## config.mk

```make
export PLATFORM = sky130hd
export DESIGN_NAME = periodic_irq_divider
export DESIGN_NICKNAME = d
export VERILOG_FILES = /design/src/rtl/pid_pkg.sv /design/src/rtl/pid_rate_ctrl.sv /design/src/rtl/pid_tick_datapath.sv /design/src/rtl/periodic_irq_divider.sv
export SDC_FILE = /design/constraint.sdc
export NUM_CORES = 1
export LEC_CHECK = 0
export ABC_AREA = 1
export BUFFER_PORTS_ARGS = -buffer_cell sky130_fd_sc_hd__buf_2
export CAP_MARGIN = 40
export CORE_ASPECT_RATIO = 1.2
export CORE_MARGIN = 5
export CORE_UTILIZATION = 54
export CTS_CLUSTER_DIAMETER = 50
export DETAILED_ROUTE_END_ITERATION = 6
export GPL_TIMING_DRIVEN = 1
export HOLD_SLACK_MARGIN = 0.1
export PLACE_DENSITY = 0.75
export SLEW_MARGIN = 0
export SYNTH_ARGS = -nofsm -noshare
export SYNTH_HDL_FRONTEND = slang
export SYNTH_SLANG_ARGS = --single-unit
export TNS_END_PERCENT = 1
```

## constraint.sdc

```tcl
create_clock -name clk -period 1.6 [get_ports clk]
set_input_delay 0 -clock clk [delete_from_list [all_inputs] [get_ports clk]]
set_output_delay 0 -clock clk [all_outputs]
set_load 0.005 [all_outputs]
```

## src/rtl/pid_pkg.sv

```systemverilog
package pid_pkg;
  localparam int PID_CNT_W  = 15;
  localparam int PID_CODE_W = 4;
  localparam int PID_SPAN_W = $clog2(PID_CNT_W);

  typedef struct packed {
    logic                  advance;
    logic                  armed;
    logic [PID_SPAN_W-1:0] spanBits;
  } pid_strobe_t;
endpackage

```

## src/rtl/pid_rate_ctrl.sv

```systemverilog
module pid_rate_ctrl
  import pid_pkg::*;
#(
  parameter int ALIAS_LIMIT = 2,
  parameter int ALIAS_ADD   = 7
) (
  input  logic                  clk,
  input  logic                  rst,
  input  logic                  tickIn,
  input  logic [PID_CODE_W-1:0] rateCode,
  input  logic                  periodicEn,
  output pid_strobe_t           strobes
);
  localparam int SW = PID_SPAN_W;

  logic [SW-1:0] effCode;

  always_comb begin
    if (rateCode <= PID_CODE_W'(ALIAS_LIMIT))
      effCode = SW'(rateCode) + SW'(ALIAS_ADD);
    else
      effCode = SW'(rateCode);
    strobes.advance  = tickIn;
    strobes.armed    = periodicEn && (rateCode != '0);
    strobes.spanBits = effCode - SW'(1);
  end

  // when armed, the boundary width stays within the counter
  a_r4_span_in_range: assert property (@(posedge clk) disable iff (rst)
    strobes.armed |-> (strobes.spanBits >= SW'(2)) && (strobes.spanBits <= SW'(PID_CNT_W - 1)));
endmodule

```

## src/rtl/pid_tick_datapath.sv

```systemverilog
module pid_tick_datapath
  import pid_pkg::*;
(
  input  logic        clk,
  input  logic        rst,
  input  pid_strobe_t strobes,
  output logic        eventOut
);
  localparam int CW = PID_CNT_W;
  localparam int SW = PID_SPAN_W;

  logic [CW-1:0] tickCount;
  logic [CW-1:0] nextCount;
  logic [CW-1:0] lowMask;
  logic          hit;

  for (genvar b = 0; b < CW; b++) begin : g_mask
    assign lowMask[b] = (SW'(b) < strobes.spanBits);
  end

  always_comb begin
    nextCount = tickCount + CW'(1);
    hit = strobes.advance && strobes.armed && ((nextCount & lowMask) == '0);
  end

  always_ff @(posedge clk) begin
    if (rst) begin
      tickCount <= '0;
      eventOut  <= 1'b0;
    end else begin
      if (strobes.advance) tickCount <= nextCount;
      eventOut <= hit;
    end
  end

  // the counter holds between ticks
  a_r8_hold_without_tick: assert property (@(posedge clk) disable iff (rst)
    !strobes.advance |=> $stable(tickCount));
  // the counter steps by one (wrapping) on each tick
  a_r8_step_on_tick: assert property (@(posedge clk) disable iff (rst)
    strobes.advance |=> tickCount == CW'($past(tickCount) + CW'(1)));
  // a pulse only follows a tick
  a_r7_pulse_after_tick: assert property (@(posedge clk) disable iff (rst)
    eventOut |-> $past(strobes.advance));
  // a pulse only lands on a period boundary
  a_r6_on_boundary: assert property (@(posedge clk) disable iff (rst)
    eventOut |-> ((tickCount & $past(lowMask)) == '0));
endmodule

```

## src/rtl/periodic_irq_divider.sv

```systemverilog
module periodic_irq_divider
  import pid_pkg::*;
#(
  parameter int ALIAS_LIMIT = 2,
  parameter int ALIAS_ADD   = 7
) (
  input  logic                  clk,
  input  logic                  rst,
  input  logic                  tickIn,
  input  logic [PID_CODE_W-1:0] rateCode,
  input  logic                  periodicEn,
  output logic                  eventOut
);
  pid_strobe_t strobes;

  pid_rate_ctrl #(
    .ALIAS_LIMIT(ALIAS_LIMIT),
    .ALIAS_ADD  (ALIAS_ADD)
  ) ctrl_i (
    .clk       (clk),
    .rst       (rst),
    .tickIn    (tickIn),
    .rateCode  (rateCode),
    .periodicEn(periodicEn),
    .strobes   (strobes)
  );

  pid_tick_datapath dp_i (
    .clk     (clk),
    .rst     (rst),
    .strobes (strobes),
    .eventOut(eventOut)
  );

  // no pulse unless enabled at the tick
  a_r3_quiet_when_off: assert property (@(posedge clk) disable iff (rst)
    eventOut |-> $past(periodicEn));
  // no pulse for a zero rate code
  a_r2_quiet_code_zero: assert property (@(posedge clk) disable iff (rst)
    eventOut |-> ($past(rateCode) != '0));
endmodule

```

Word level (Yosys, flattened, before mapping)
Index checks and enable logic that the tools add are counted.
- add/subtract/negate cells: 3
- order comparisons: 16
- multiplexer cells: 1
- bitwise logic cells: 1
- reductions and logical operators: 5
- operators by type and width (operator ; number):
    $lt 4x4->1 const A ; 7
    $lt 3x4->1 const A ; 4
    $add 15x1->15 const B ; 1
    $and 15x15->15 ; 1
    $logic_not 15->1 ; 1
    $lt 1x4->1 const A ; 2
    $lt 2x4->1 const A ; 2
    $add 4x3->4 const B ; 1
    $le 4x2->1 const B ; 1
    $mux 4 ; 1
    $reduce_bool 4->1 ; 1
    $sub 4x1->4 const B ; 1
    $logic_and 1x1->1 ; 3
- register bits: 16
- bits of input ports: 8
- output and inout port bits: 1
- word-level logic and storage cells: 28

Depth between registers and ports, before layout
Gate-level depths: netlist of run 1.
- depth after elaboration: 7
- gate-level depth with buffers: 18
- mapped depth without buffers: 18

By module
A second synthesis of run 1 with hierarchy kept.
- cell total of the unflattened synthesis: 234
- area total of the unflattened synthesis: 1363.8 um2
- by module, submodules not included (module ; instances ; cells each ; area each (um2)):
    pid_tick_datapath ; 1 ; 207 ; 1184.9
    pid_rate_ctrl ; 1 ; 27 ; 178.9

Worst setup path before layout of run 1
No wires, ideal clock.
- path type: input to register
- start: input rateCode[0]
- end: register dp_i.eventOut
- setup time: 0.114 ns
- arrival time: 1.396 ns
- slack: 0.090 ns
- stages: 18
- buffers on the path: 0
- cells stage by stage: inv_1 -> ha_1 -> inv_1 -> nand2_1 -> nand2_1 -> nand2_1 -> nand2_2 -> ha_1 -> inv_1 -> nand2_1 -> nand2_2 -> inv_1 -> nand2_1 -> nand2_1 -> inv_1 -> nor2_1 -> a21oi_1 -> nor2_1
- cells in the longest elaborated chain, start to end: 7
- elaborated cells on any way between the ends: 25
- classes of those cells: add/sub (2); order compare (16); mux (1); bitwise (1); reduce/logical (5)
- RTL lines (element ; line ; text):
    start: declaration ; periodic_irq_divider.sv:10 ; input logic [PID_CODE_W-1:0] rateCode,
    $add 4x3->4 or $le 4x2->1 (tied branches) ; pid_rate_ctrl.sv:20, pid_rate_ctrl.sv:19 ;
    $mux 4 ; pid_rate_ctrl.sv:19 ; if (rateCode <= PID_CODE_W'(ALIAS_LIMIT))
    $sub 4x1->4 ; pid_rate_ctrl.sv:25 ; strobes.spanBits = effCode - SW'(1);
    $lt 1x4->1, or another cell as far along ; pid_tick_datapath.sv:18 ; assign lowMask[b] = (SW'(b) < strobes.spanBits);
    $and 15x15->15 ; pid_tick_datapath.sv:23 ; hit = strobes.advance && strobes.armed && ((nextCount & lowMask) == '0);
    $logic_not 15->1 ; pid_tick_datapath.sv:23 ;
    $logic_and 1x1->1 * ; pid_tick_datapath.sv:23 ;
    end signal: assignment ; pid_tick_datapath.sv:32 ; eventOut <= hit;
    end: declaration ; pid_tick_datapath.sv:7 ; output logic eventOut
Mark *: on every way between the ends. The rest lies on a longest branch, timed or not.
A chain may end at the register's enable or synchronous reset.

Worst setup path after layout of run 1
- start: register dp_i.tickCount[10]
- end: register dp_i.eventOut
- cells in the longest elaborated chain, start to end: 4
- RTL lines (element ; line ; text):
    start: declaration ; pid_tick_datapath.sv:12 ; logic [CW-1:0] tickCount;
    start signal: assignment ; pid_tick_datapath.sv:31 ; if (strobes.advance) tickCount <= nextCount;
    $add 15x1->15 ; pid_tick_datapath.sv:22 ; nextCount = tickCount + CW'(1);
    $and 15x15->15 ; pid_tick_datapath.sv:23 ;
    $logic_not 15->1 ; pid_tick_datapath.sv:23 ;
    $logic_and 1x1->1 ; pid_tick_datapath.sv:23 ;
Every way passes these cells.

==> qor.csv, run 1 <==
stage,metric,value,unit
status,outcome,"finished, final reports clean",
placement,port_buffers,8,
grt,wire_length_of_the_first_global_routing_pass,5350,um
finish,design.final.nets,255,
setup_path,critical_path_class,reg -> reg,
floorplanning,core.rowCount,19,
detailed_routing,drt_iter0_markers,62,
timing,maxClockFrequency,0.641,GHz
detailed_routing,drc,0,
timing,finalHoldViolations,0,
finish,antenna_cells_inserted,0,
detailed_routing,routed_wl,3180,um
grt,grt_max_degree,22,
cts,ctsHtreeMaxLevel,1,
cts,tritoncts,done,
power,internal-power,674,uW
power,p_leak,0.000806,uW
grt,global_route.peak_usage_layer,met2,
detailed_routing,drt-vias-per-instance,5.23,
floorplanning,floorplan.core_area,2330,um^2
grt,gr-usage-met1,0.194,
grt,grtUsageMet2,0.351,
cts,setup_fix_bufs_post_cts,0,
detailed_routing,antenna_left,0,
power,netSwitchingFraction,0.332,
grt,aggregate_global_routing_overflow,0,
power,total_switching_power,334,uW
cts,cts_buffers,3,
placement,place.detailed.hpwl,2520,um
floorplanning,boundaryPins,9,
setup_path,critical_path_peak_fanout,6,
placement,dp_cells,265,
timing,report.final.slew_viol_count,0,
cts,clk-insertion-delay-late,0.29,ns
timing,setup_total_negative_slack,0,ns
finish,leading_cell_type_in_the_layout_fill_and_taps_excluded,nand2_1,
power,sequentialPowerShare,0.451,
timing,count_of_endpoints_failing_setup_in_the_final_report,0,
synthesis,portion_of_the_post_synthesis_area_used_by_sequential_elements,0.242,
synthesis,post_synth_instance_area,1330,um^2
finish,layout_common_cells,"53 x nand2_1, 43 x inv_1, 16 x nand3_1, 16 x nor2_1, 14 x o21ai_0",
synthesis,per_instance_average_area_after_synthesis,6.08,um^2
cts,cts.sinks,16,
placement,preCtsSetupSlack,-0.174,ns
timing,final.min_clock_period,1.56,ns
timing,worst_slack,0.0388,ns
setup_path,worst_setup_path_start_kind,flop,
finish,drive_above_1_share,0.208,
timing,unrepaired_setup_endpoints_after_global_routing,true,
cts,cts_max_path_buffers,2,
floorplanning,fp.dieArea,3550,um^2
synthesis,synth.ff_latch_count,16,
synthesis,ys_warn_count,0,
power,power.share.clock,0.276,
power,powerDensity,641,nW/um^2
timing,worst-slew-pin-transition,0.570,ns
timing,finalCritPeriodShare,0.976,
finish,area.growth.synth_to_final,18.6,%
timing,clock-skew-final,0.00648,ns
grt,globalRouteMet3Util,0.0282,
setup_path,cp_data_required_time,1.80,ns
setup_path,endpoint_kind,flop,
floorplanning,die_w,55.2,um
worst_hold_path,min-delay-path-class,in -> reg,
synthesis,synth_nets,232,
finish,layoutNonFillerInstCount,271,
placement,dpl_cell_area,1480,um^2
detailed_routing,dr_total_vias,1416,
synthesis,cells_after_synthesis,218,
power,vdd_ir_drop_max,0.561,mV
grt,first_global_vias,1327,
finish,stdcell_area,1570,um^2
timing,timing.max_slew.rel_slack,0.620,
floorplanning,start_util,0.569,
cts,cts.reportedPaths.clkPinSlew,0.10,ns
power,combPwrFrac,0.274,
grt,gr-usage-all-layers,0.184,
detailed_routing,detail_route.wl_per_cell,11.7,um
grt,antenna_violations_before_repair,0,
floorplanning,chipHeight,64.3,um
setup_path,timing.critical_path.arrival,1.77,ns
detailed_routing,drt-pass1-iter-count,5,
cts,clock_tree.root_cell,clkbuf_4,
synthesis,synth_cell_types,22,
placement,gp_congestion,0.810,
run,timing.max_cap.violations,0,
## critical path, stage by stage, from the launching register on
cell and delay [ns]:
dfxtp_1 0.46, nand2_1 0.11, nor3_1 0.25, nand3_1 0.12
nand2_1 0.11, nand3_1 0.09, nand3_1 0.09, nand2_1 0.06
a21oi_2 0.13, nor2_1 0.05
## registers in the layout (all words and copies together), names as in the netlist
register,count
dp_i.tickCount,15
dp_i.eventOut,1
## power groups by stage
stage | combinational [uW] | clock (uW) | sequential (uW)
CTS | 267 | 282 | 453
global placement | 247 | 0 | 457
global route | 311 | 308 | 459
finish | 276 | 278 | 455
detailed placement | 258 | 0 | 459
floorplan | 173 | 0 | 455
## path summary, 6_finish.rpt
path | start | end | slack [ns] | cells after the start
setup / recovery | dp_i.tickCount[10] | dp_i.eventOut | 0.04 | 9
hold reg to reg | dp_i.tickCount[9] | dp_i.tickCount[9] | 0.51 | 2
hold / removal | periodicEn | dp_i.eventOut | 0.24 | 9
setup reg to reg | dp_i.tickCount[10] | dp_i.eventOut | 0.04 | 9
## per-layer routing
| metal | vias up | part of all wire |
|---|---|---|
| met3 | 17 | 0.047 |
| met2 | 38 | 0.50 |
| met1 | 628 | 0.41 |
| met5 | - | 0 |
| li1 | 733 | - |
| met4 | 0 | 0.040 |
## metrics by stage
stage	hold slack (ns)	total power (uW)	util
CTS	0.239	1000	0.668
global route	0.273	1080	0.675
finish	0.242	1010	0.675
detailed placement	0.377	716	0.635
floorplan	0.212	628	-
global placement	0.352	704	0.635
## what timing repair did
| action | 4_1_cts | 5_1_grt |
|---|---|---|
| pin swaps | 2 | 3 |
| hold endpoints to repair | 3 | 0 |
| cloned | 0 | 0 |
| hold buffers | 2 | 0 |
| resized for setup | 3 | 9 |
| setup endpoints to repair | 1 | 2 |
## kinds of logic after synthesis
group | share of synthesized area
flops | 0.242
compound gates | 0.128
fa+ha+maj | 0.0566
simple gates | 0.401
xor+xnor | 0.0396
buf+inv | 0.133
## final cells by class
type	instances	area (um^2)
clock buffers	4	36.3
repair buffers	22	150
fillers	242	757
inverters	43	161
well taps	31	38.8
flip-flops and latches	16	325
multi-input cells	155	861
## Yosys cell counts
cell type / instances / area [um^2]
a211oi_1: 1 / 7.51
a21oi_1: 10 / 50.1
a21oi_2: 1 / 8.76
a31oi_1: 1 / 6.26
clkbuf_1: 4 / 15.0
dfxtp_1: 16 / 320
ha_1: 6 / 75.1
inv_1: 43 / 161
nand2_1: 54 / 203
nand2_2: 7 / 43.8
nand3_1: 16 / 80.1
nand3_2: 3 / 30.0
nand3b_1: 1 / 7.51
nand4_1: 6 / 37.5
nor2_1: 18 / 67.6
nor2_2: 3 / 18.8
nor2_4: 2 / 22.5
nor3_1: 1 / 5.00
nor3_4: 1 / 16.3
o211ai_1: 3 / 22.5
o21ai_0: 15 / 75.1
xor2_1: 6 / 52.6
No activity file was read; power rests on OpenSTA's default activity.
==> run 2: changes to the inputs <==
Settings changed: PLACE_DENSITY 0.75 to 0.76.
==> run 2 against run 1 <==
Against the previous run: the run now ends with negative setup slack left; first-iteration DRC count shrank 15%; combinational power is essentially flat; non-clock buffer count grew 5; worst setup slack lost 0.053 ns; sequential share of layout area shrank 0.76 points; critical path type unchanged.
==> qor.csv, run 2 (synthesized netlist as in run 1, its figures left out) <==
stage,metric,value,unit,change
floorplanning,core.rowCount,19,,unchanged
grt,gr-usage-all-layers,0.188,,+0.00416
setup_path,critical-path-max-stage-delay,0.38,ns,-0.08 ns
detailed_routing,antenna_left,0,,unchanged
setup_path,worst_setup_path_start_kind,flop,,
floorplanning,die_w,55.2,um,unchanged
detailed_routing,drt_iter0_markers,53,,-15%
placement,place.detailed.hpwl,2490,um,-0.95%
timing,timing.max_slew.rel_slack,0.598,,-0.0211
power,power,1010,uW,+0.33%
timing,unrepaired_setup_endpoints_after_global_routing,true,,
timing,worst_slack,-0.0146,ns,-0.0534 ns
status,violations_in_the_final_reports,negative setup slack,,
placement,gp_congestion,0.846,,+4.5%
setup_path,endpoint_kind,flop,,
finish,largest-register,dp_i.tickCount,,
power,powerDensity,617,nW/um^2,-3.7%
finish,drive_above_1_share,0.233,,+0.0243
cts,cts.sinks,16,,unchanged
status,outcome,"complete, but fails checks",,
placement,dp_cells,264,,-0.38%
grt,wire_length_of_the_first_global_routing_pass,5460,um,+1.9%
grt,grt_max_degree,22,,unchanged
timing,finalHoldViolations,0,,unchanged
timing,count_of_endpoints_failing_setup_in_the_final_report,1,,+1
placement,port_buffers,8,,unchanged
timing,clock-skew-final,0.00359,ns,-0.00289 ns
finish,area.growth.synth_to_final,23.6,%,
setup_path,cp_data_required_time,1.80,ns,about the same
timing,timing.hold.ws,0.265,ns,+0.0227 ns
power,p_leak,0.000853,uW,+5.7%
cts,tritoncts,done,,
timing,finalCritPeriodShare,1.01,,+0.0334
detailed_routing,drt-pass1-iter-count,4,,-1
detailed_routing,drt-vias-per-instance,5.26,,+0.75%
cts,cts_buffers,3,,unchanged
detailed_routing,detail_route.wl_per_cell,12.1,um,+3.1%
cts,clock_tree.root_cell,clkbuf_4,,
cts,ctsHtreeMaxLevel,1,,unchanged
grt,aggregate_global_routing_overflow,0,,unchanged
setup_path,cpLargestDelayFamily,simple AND/OR/NAND/NOR gates,,
timing,maxClockFrequency,0.619,GHz,-3.3%
finish,design.final.nets,260,,+2.0%
setup_path,worstPathCellList,ha_4 > nand2_2 > nor2_2 > buf_4 > buf_4 > nand4_1 > nand2_1 > a21oi_1 > nand3_2 > nand2_1 > a21oi_1 > nor2_1,,
floorplanning,floorplan.core_area,2330,um^2,unchanged
setup_path,cp_num_buf_inv,2,,+2
run,timing.max_cap.violations,0,,unchanged
timing,final.min_clock_period,1.61,ns,+0.0534 ns
floorplanning,boundaryPins,9,,unchanged
power,vdd_ir_drop_max,0.497,mV,-11%
cts,clk-insertion-delay-late,0.29,ns,about the same
detailed_routing,drc,0,,unchanged
floorplanning,chipHeight,64.3,um,unchanged
cts,cts.reportedPaths.clkPinSlew,0.10,ns,about the same
setup_path,critical-path-slowest-cell,dfxtp_4,,
cts,cts_max_path_buffers,2,,unchanged
finish,largest_reg_flops,15,,unchanged
finish,layoutNonFillerInstCount,276,,+1.8%
detailed_routing,dr_total_vias,1453,,+2.6%
floorplanning,start_util,0.569,,unchanged
setup_path,critical_path_class,reg -> reg,,
finish,antenna_cells_inserted,0,,unchanged
finish,leading_cell_type_in_the_layout_fill_and_taps_excluded,nand2_1,,
timing,setup_total_negative_slack,-0.0146,ns,-0.0146 ns
timing,report.final.slew_viol_count,0,,unchanged
grt,first_global_vias,1316,,-0.83%
setup_path,critical_path_peak_fanout,4,,-2
setup_path,timing.critical_path.arrival,1.81,ns,+0.04 ns
finish,layout_common_cells,"52 x nand2_1, 43 x inv_1, 17 x nor2_1",,
floorplanning,fp.dieArea,3550,um^2,unchanged
worst_hold_path,min-delay-path-class,in -> reg,,
grt,antenna_violations_before_repair,0,,unchanged
finish,biggest_registers_after_layout,"dp_i.tickCount: 15 flops, dp_i.eventOut: 1 flops",,
detailed_routing,routed_wl,3340,um,+5.0%
timing,worst-slew-pin-transition,0.602,ns,+0.0317 ns
## run 2: worst reg2reg max path, stage by stage, from the launching register on
cell     delay (ns)
dfxtp_4        0.38
ha_4           0.16
nand2_2        0.06
nor2_2         0.11
buf_4          0.14
buf_4          0.10
nand4_1        0.08
nand2_1        0.10
a21oi_1        0.08
nand3_2        0.07
nand2_1        0.04
a21oi_1        0.13
nor2_1         0.05
## run 2: through the flow
stage                util  area (um^2)  worst slack [ns]
floorplan               -         1330            0.0903
global placement    0.632         1470           -0.0568
detailed placement  0.632         1470            -0.151
CTS                 0.666         1550            0.0136
global route        0.704         1640            -0.131
finish              0.704         1640           -0.0146
## run 2: power breakdown
part           internal (uW)  total (uW)  switching, uW
Clock                    139         278            140
Combinational            113         278            165
Sequential               425         456           31.0
Total                    677        1010            336
## run 2: worst paths after layout
kind         cells after the start               start  slack, ns                 end
max                             12   dp_i.tickCount[1]      -0.01       dp_i.eventOut
min                              9          periodicEn       0.26       dp_i.eventOut
max reg2reg                     12   dp_i.tickCount[1]      -0.01       dp_i.eventOut
min reg2reg                      2  dp_i.tickCount[14]       0.52  dp_i.tickCount[14]
## run 2: final cells by class
class | count | area, um^2
Clock buffer | 4 | 36.3
Fill cell | 216 | 691
Inverter | 43 | 161
Multi-Input combinational cell | 155 | 885
Sequential cell | 16 | 327
Tap cell | 31 | 38.8
Timing Repair Buffer | 27 | 191
## run 2: repair_timing
action                                  4_1_cts  5_1_grt
hold buffers                                  2        0
pin swaps                                     1       14
endpoints found under the setup margin        1        2
hold endpoints to repair                      5        0
buffers inserted                              0        6
resized for setup                             5       13
## run 2: metal layers
layer,global-route usage,share of wire
met5,0,0
met4,0.0638,0.013
met3,0.0241,0.053
met2,0.364,0.53
met1,0.207,0.40
==> run 3: changes to the inputs <==
Settings changed: BUFFER_PORTS_ARGS -buffer_cell sky130_fd_sc_hd__buf_2 to -buffer_cell sky130_fd_sc_hd__clkbuf_2, SKIP_LAST_GASP set to 1.
==> run 3 against run 2 <==
Against the previous run: the flow now finishes without violations; combinational power increased by 5%; clock-buffer cell count unchanged; sequential share of layout area decreased by 0.14 points; total power increased by 2.1%; register-to-register slack improved by 0.02 ns; clock power increased by 3%; final area increased by 0.31%; via count decreased by 1.6%; core utilization increased by 0.21 points; cell count decreased by 1.4%; non-clock buffer count decreased by 4; largest cell class unchanged; largest power group unchanged.
==> qor.csv, run 3 (synthesized netlist as in run 1, its figures left out) <==
stage,metric,value,unit,change
finish,layout_common_cells,"50 x nand2_1, 42 x inv_1, 15 x o21ai_0, 15 x nor2_1, 13 x buf_4",,
finish,leading_cell_type_in_the_layout_fill_and_taps_excluded,nand2_1,,
placement,preCtsSetupSlack,-0.189,ns,-0.0373 ns
setup_path,cp-endpoint,dp_i.eventOut,,
timing,worst_slack,0.00813,ns,+0.0227 ns
timing,count_of_endpoints_failing_setup_in_the_final_report,0,,-1
power,powerDensity,628,nW/um^2,+1.8%
setup_path,rr_startpoint,dp_i.tickCount[1],,
setup_path,critical-path-slowest-cell,dfxtp_2,,
setup_path,worstPathCellList,buf_6 > nand2_4 > nor2_4 > nand2_2 > nor2_4 > xor2_2 > nand2_1 > nand3_1 > nand2_1 > nand2_1 > nor2_1,,
detailed_routing,drt_iter0_markers,40,,-25%
setup_path,timing.critical_path.arrival,1.80,ns,about the same
setup_path,critical_path_class,reg -> reg,,
setup_path,reg2reg_to,dp_i.eventOut,,
detailed_routing,m1WireLength,1280,um,-5.3%
floorplanning,chipHeight,64.3,um,unchanged
detailed_routing,drc,0,,unchanged
setup_path,critical_path_peak_fanout,4,,unchanged
detailed_routing,routed_wl,3260,um,-2.4%
cts,clock_tree.root_cell,clkbuf_4,,
finish,antenna_cells_inserted,0,,unchanged
placement,place.detailed.hpwl,2520,um,+1.0%
floorplanning,floorplan.core_area,2330,um^2,unchanged
setup_path,critPathLaunch,dp_i.tickCount[1],,
finish,biggest_registers_after_layout,"dp_i.tickCount: 15 flops, dp_i.eventOut: 1 flops",,
setup_path,worst_setup_path_start_kind,flop,,
detailed_routing,antenna_left,0,,unchanged
timing,worst-slew-pin-transition,0.566,ns,-0.0358 ns
cts,cts.sinks,16,,unchanged
setup_path,reg2regPathDepth,11,,-1
timing,finalCritPeriodShare,0.995,,-0.0142
grt,grt_max_degree,22,,unchanged
placement,dpl_cell_area,1480,um^2,+0.51%
finish,area.growth.synth_to_final,24.0,%,
finish,largest_reg_flops,15,,unchanged
finish,stdcell_area,1640,um^2,+0.31%
placement,port_buffers,8,,unchanged
status,outcome,"finished, final reports clean",,
floorplanning,die_w,55.2,um,unchanged
setup_path,timing.critical_path.depth,11,,-1
grt,antenna_violations_before_repair,0,,unchanged
detailed_routing,route.met3.wl,183,um,+2.8%
cts,clk-insertion-delay-late,0.30,ns,about the same
finish,design.final.nets,256,,-1.5%
timing,finalHoldViolations,0,,unchanged
grt,first_global_vias,1348,,+2.4%
floorplanning,boundaryPins,9,,unchanged
setup_path,cp_num_buf_inv,1,,-1
grt,wire_length_of_the_first_global_routing_pass,5600,um,+2.7%
power,vdd_ir_drop_max,0.534,mV,+7.6%
detailed_routing,dr_total_vias,1430,,-1.6%
detailed_routing,highest_layer,met4,,
cts,tritoncts,done,,
detailed_routing,wl_met2,1710,um,-3.4%
placement,gp_congestion,0.842,,-0.45%
floorplanning,start_util,0.569,,unchanged
timing,report.final.slew_viol_count,0,,unchanged
finish,drive_above_1_share,0.274,,+0.0412
cts,cts_buffers,3,,unchanged
power,power,1030,uW,+2.1%
timing,clock-skew-final,0.00173,ns,-0.00186 ns
setup_path,cpLargestDelayFamily,simple AND/OR/NAND/NOR gates,,
setup_path,critical-path-max-stage-delay,0.37,ns,about the same
setup_path,cp_data_required_time,1.81,ns,about the same
grt,gr-usage-all-layers,0.190,,+0.00208
timing,timing.max_slew.rel_slack,0.622,,+0.0239
timing,unrepaired_setup_endpoints_after_global_routing,true,,
detailed_routing,detail_route.wl_per_cell,12.0,um,-0.93%
setup_path,path_common_cell,nand2_1,,
detailed_routing,drt-vias-per-instance,5.26,,-0.14%
power,p_leak,0.000827,uW,-3.0%
finish,num-fill-cells,213,,-1.4%
detailed_routing,drt-pass1-iter-count,5,,+1
timing,maxClockFrequency,0.628,GHz,+1.4%
finish,final_core_util,0.706,,+0.00215
worst_hold_path,min-delay-path-class,in -> reg,,
finish,largest-register,dp_i.tickCount,,
timing,final.min_clock_period,1.59,ns,-0.0227 ns
cts,ctsHtreeMaxLevel,1,,unchanged
setup_path,ff2ff_setup_slack,0.008,ns,+0.02 ns
cts,cts_max_path_buffers,2,,unchanged
timing,setup_total_negative_slack,0,ns,+0.0146 ns
setup_path,endpoint_kind,flop,,
floorplanning,core.rowCount,19,,unchanged
cts,cts.reportedPaths.clkPinSlew,0.10,ns,about the same
grt,aggregate_global_routing_overflow,0,,unchanged
floorplanning,fp.dieArea,3550,um^2,unchanged
run,timing.max_cap.violations,0,,unchanged
==> run 3: cell count changes in the layout (fill, tap and decap cells not counted), moves of 2 or more <==
cell | before | now
buf_2 | 8 | 0
buf_4 | 16 | 13
clkbuf_2 | 0 | 8
dfxtp_2 | 2 | 4
nand2_1 | 52 | 50
nand2_2 | 8 | 10
nand3_1 | 13 | 10
nand3_2 | 5 | 8
nor2_1 | 17 | 15
nor2_2 | 4 | 6
o21ai_0 | 13 | 15
o21ai_1 | 2 | 0
==> run 3: through the flow <==
| stage | hold WS, ns | std cells |
|---|---|---|
| 6_report | 0.0975 | 272 |
| 5_1_grt | 0.142 | 272 |
| 4_1_cts | 0.104 | 270 |
| 3_5_place_dp | 0.368 | 265 |
| 3_3_place_gp | 0.364 | 265 |
| 2_1_floorplan | 0.212 | 218 |
==> run 3: how the worst min path moves through the flow <==
stage,cells past startpoint,to,from,slack (ns)
after floorplan,3,dp_i.tickCount[1],rst,0.21
after global placement,2,dp_i.tickCount[9],rst,0.36
after detailed placement,2,dp_i.tickCount[9],rst,0.37
after CTS,3,dp_i.tickCount[10],tickIn,0.10
after global routing,3,dp_i.tickCount[10],tickIn,0.14
final,3,dp_i.tickCount[10],tickIn,0.1
==> run 3: final cells by class <==
class / instances / area, um^2 / share of cell area
inverters: 43 / 161 / 0.0982
flip-flops and latches: 16 / 325 / 0.198
clock buffers: 4 / 36.3 / 0.0221
multi-input cells: 155 / 923 / 0.562
repair buffers: 23 / 159 / 0.0967
well taps: 31 / 38.8 / 0.0236
==> run 3: metal layers <==
metal	vias up	track usage
met5	-	0
met4	0	0.0790
met3	14	0.0262
met2	44	0.367
met1	644	0.203
li1	728	-
==> run 3: power by group <==
| part | total, uW | leakage (uW) | internal, uW | switching [uW] |
|---|---|---|---|---|
| Sequential | 455 | 0.000133 | 426 | 29.0 |
| Clock | 286 | 0.0000210 | 139 | 147 |
| Combinational | 292 | 0.000672 | 117 | 175 |
| Total | 1030 | 0.000827 | 682 | 351 |
==> run 3: what timing repair did <==
item                       CTS  global route
setup endpoints to repair    1             2
pin swaps                    2            15
hold buffers                 1             0
setup buffers                0             2
cloned                       0             0
hold endpoints to repair     1             0
resized for setup            6            21
==> run 3: tightest hold or removal path, delay by kind of cell <==
kind	cells	cell delay [ns]
buf+inv	2	0.25
compound gates	1	0.12
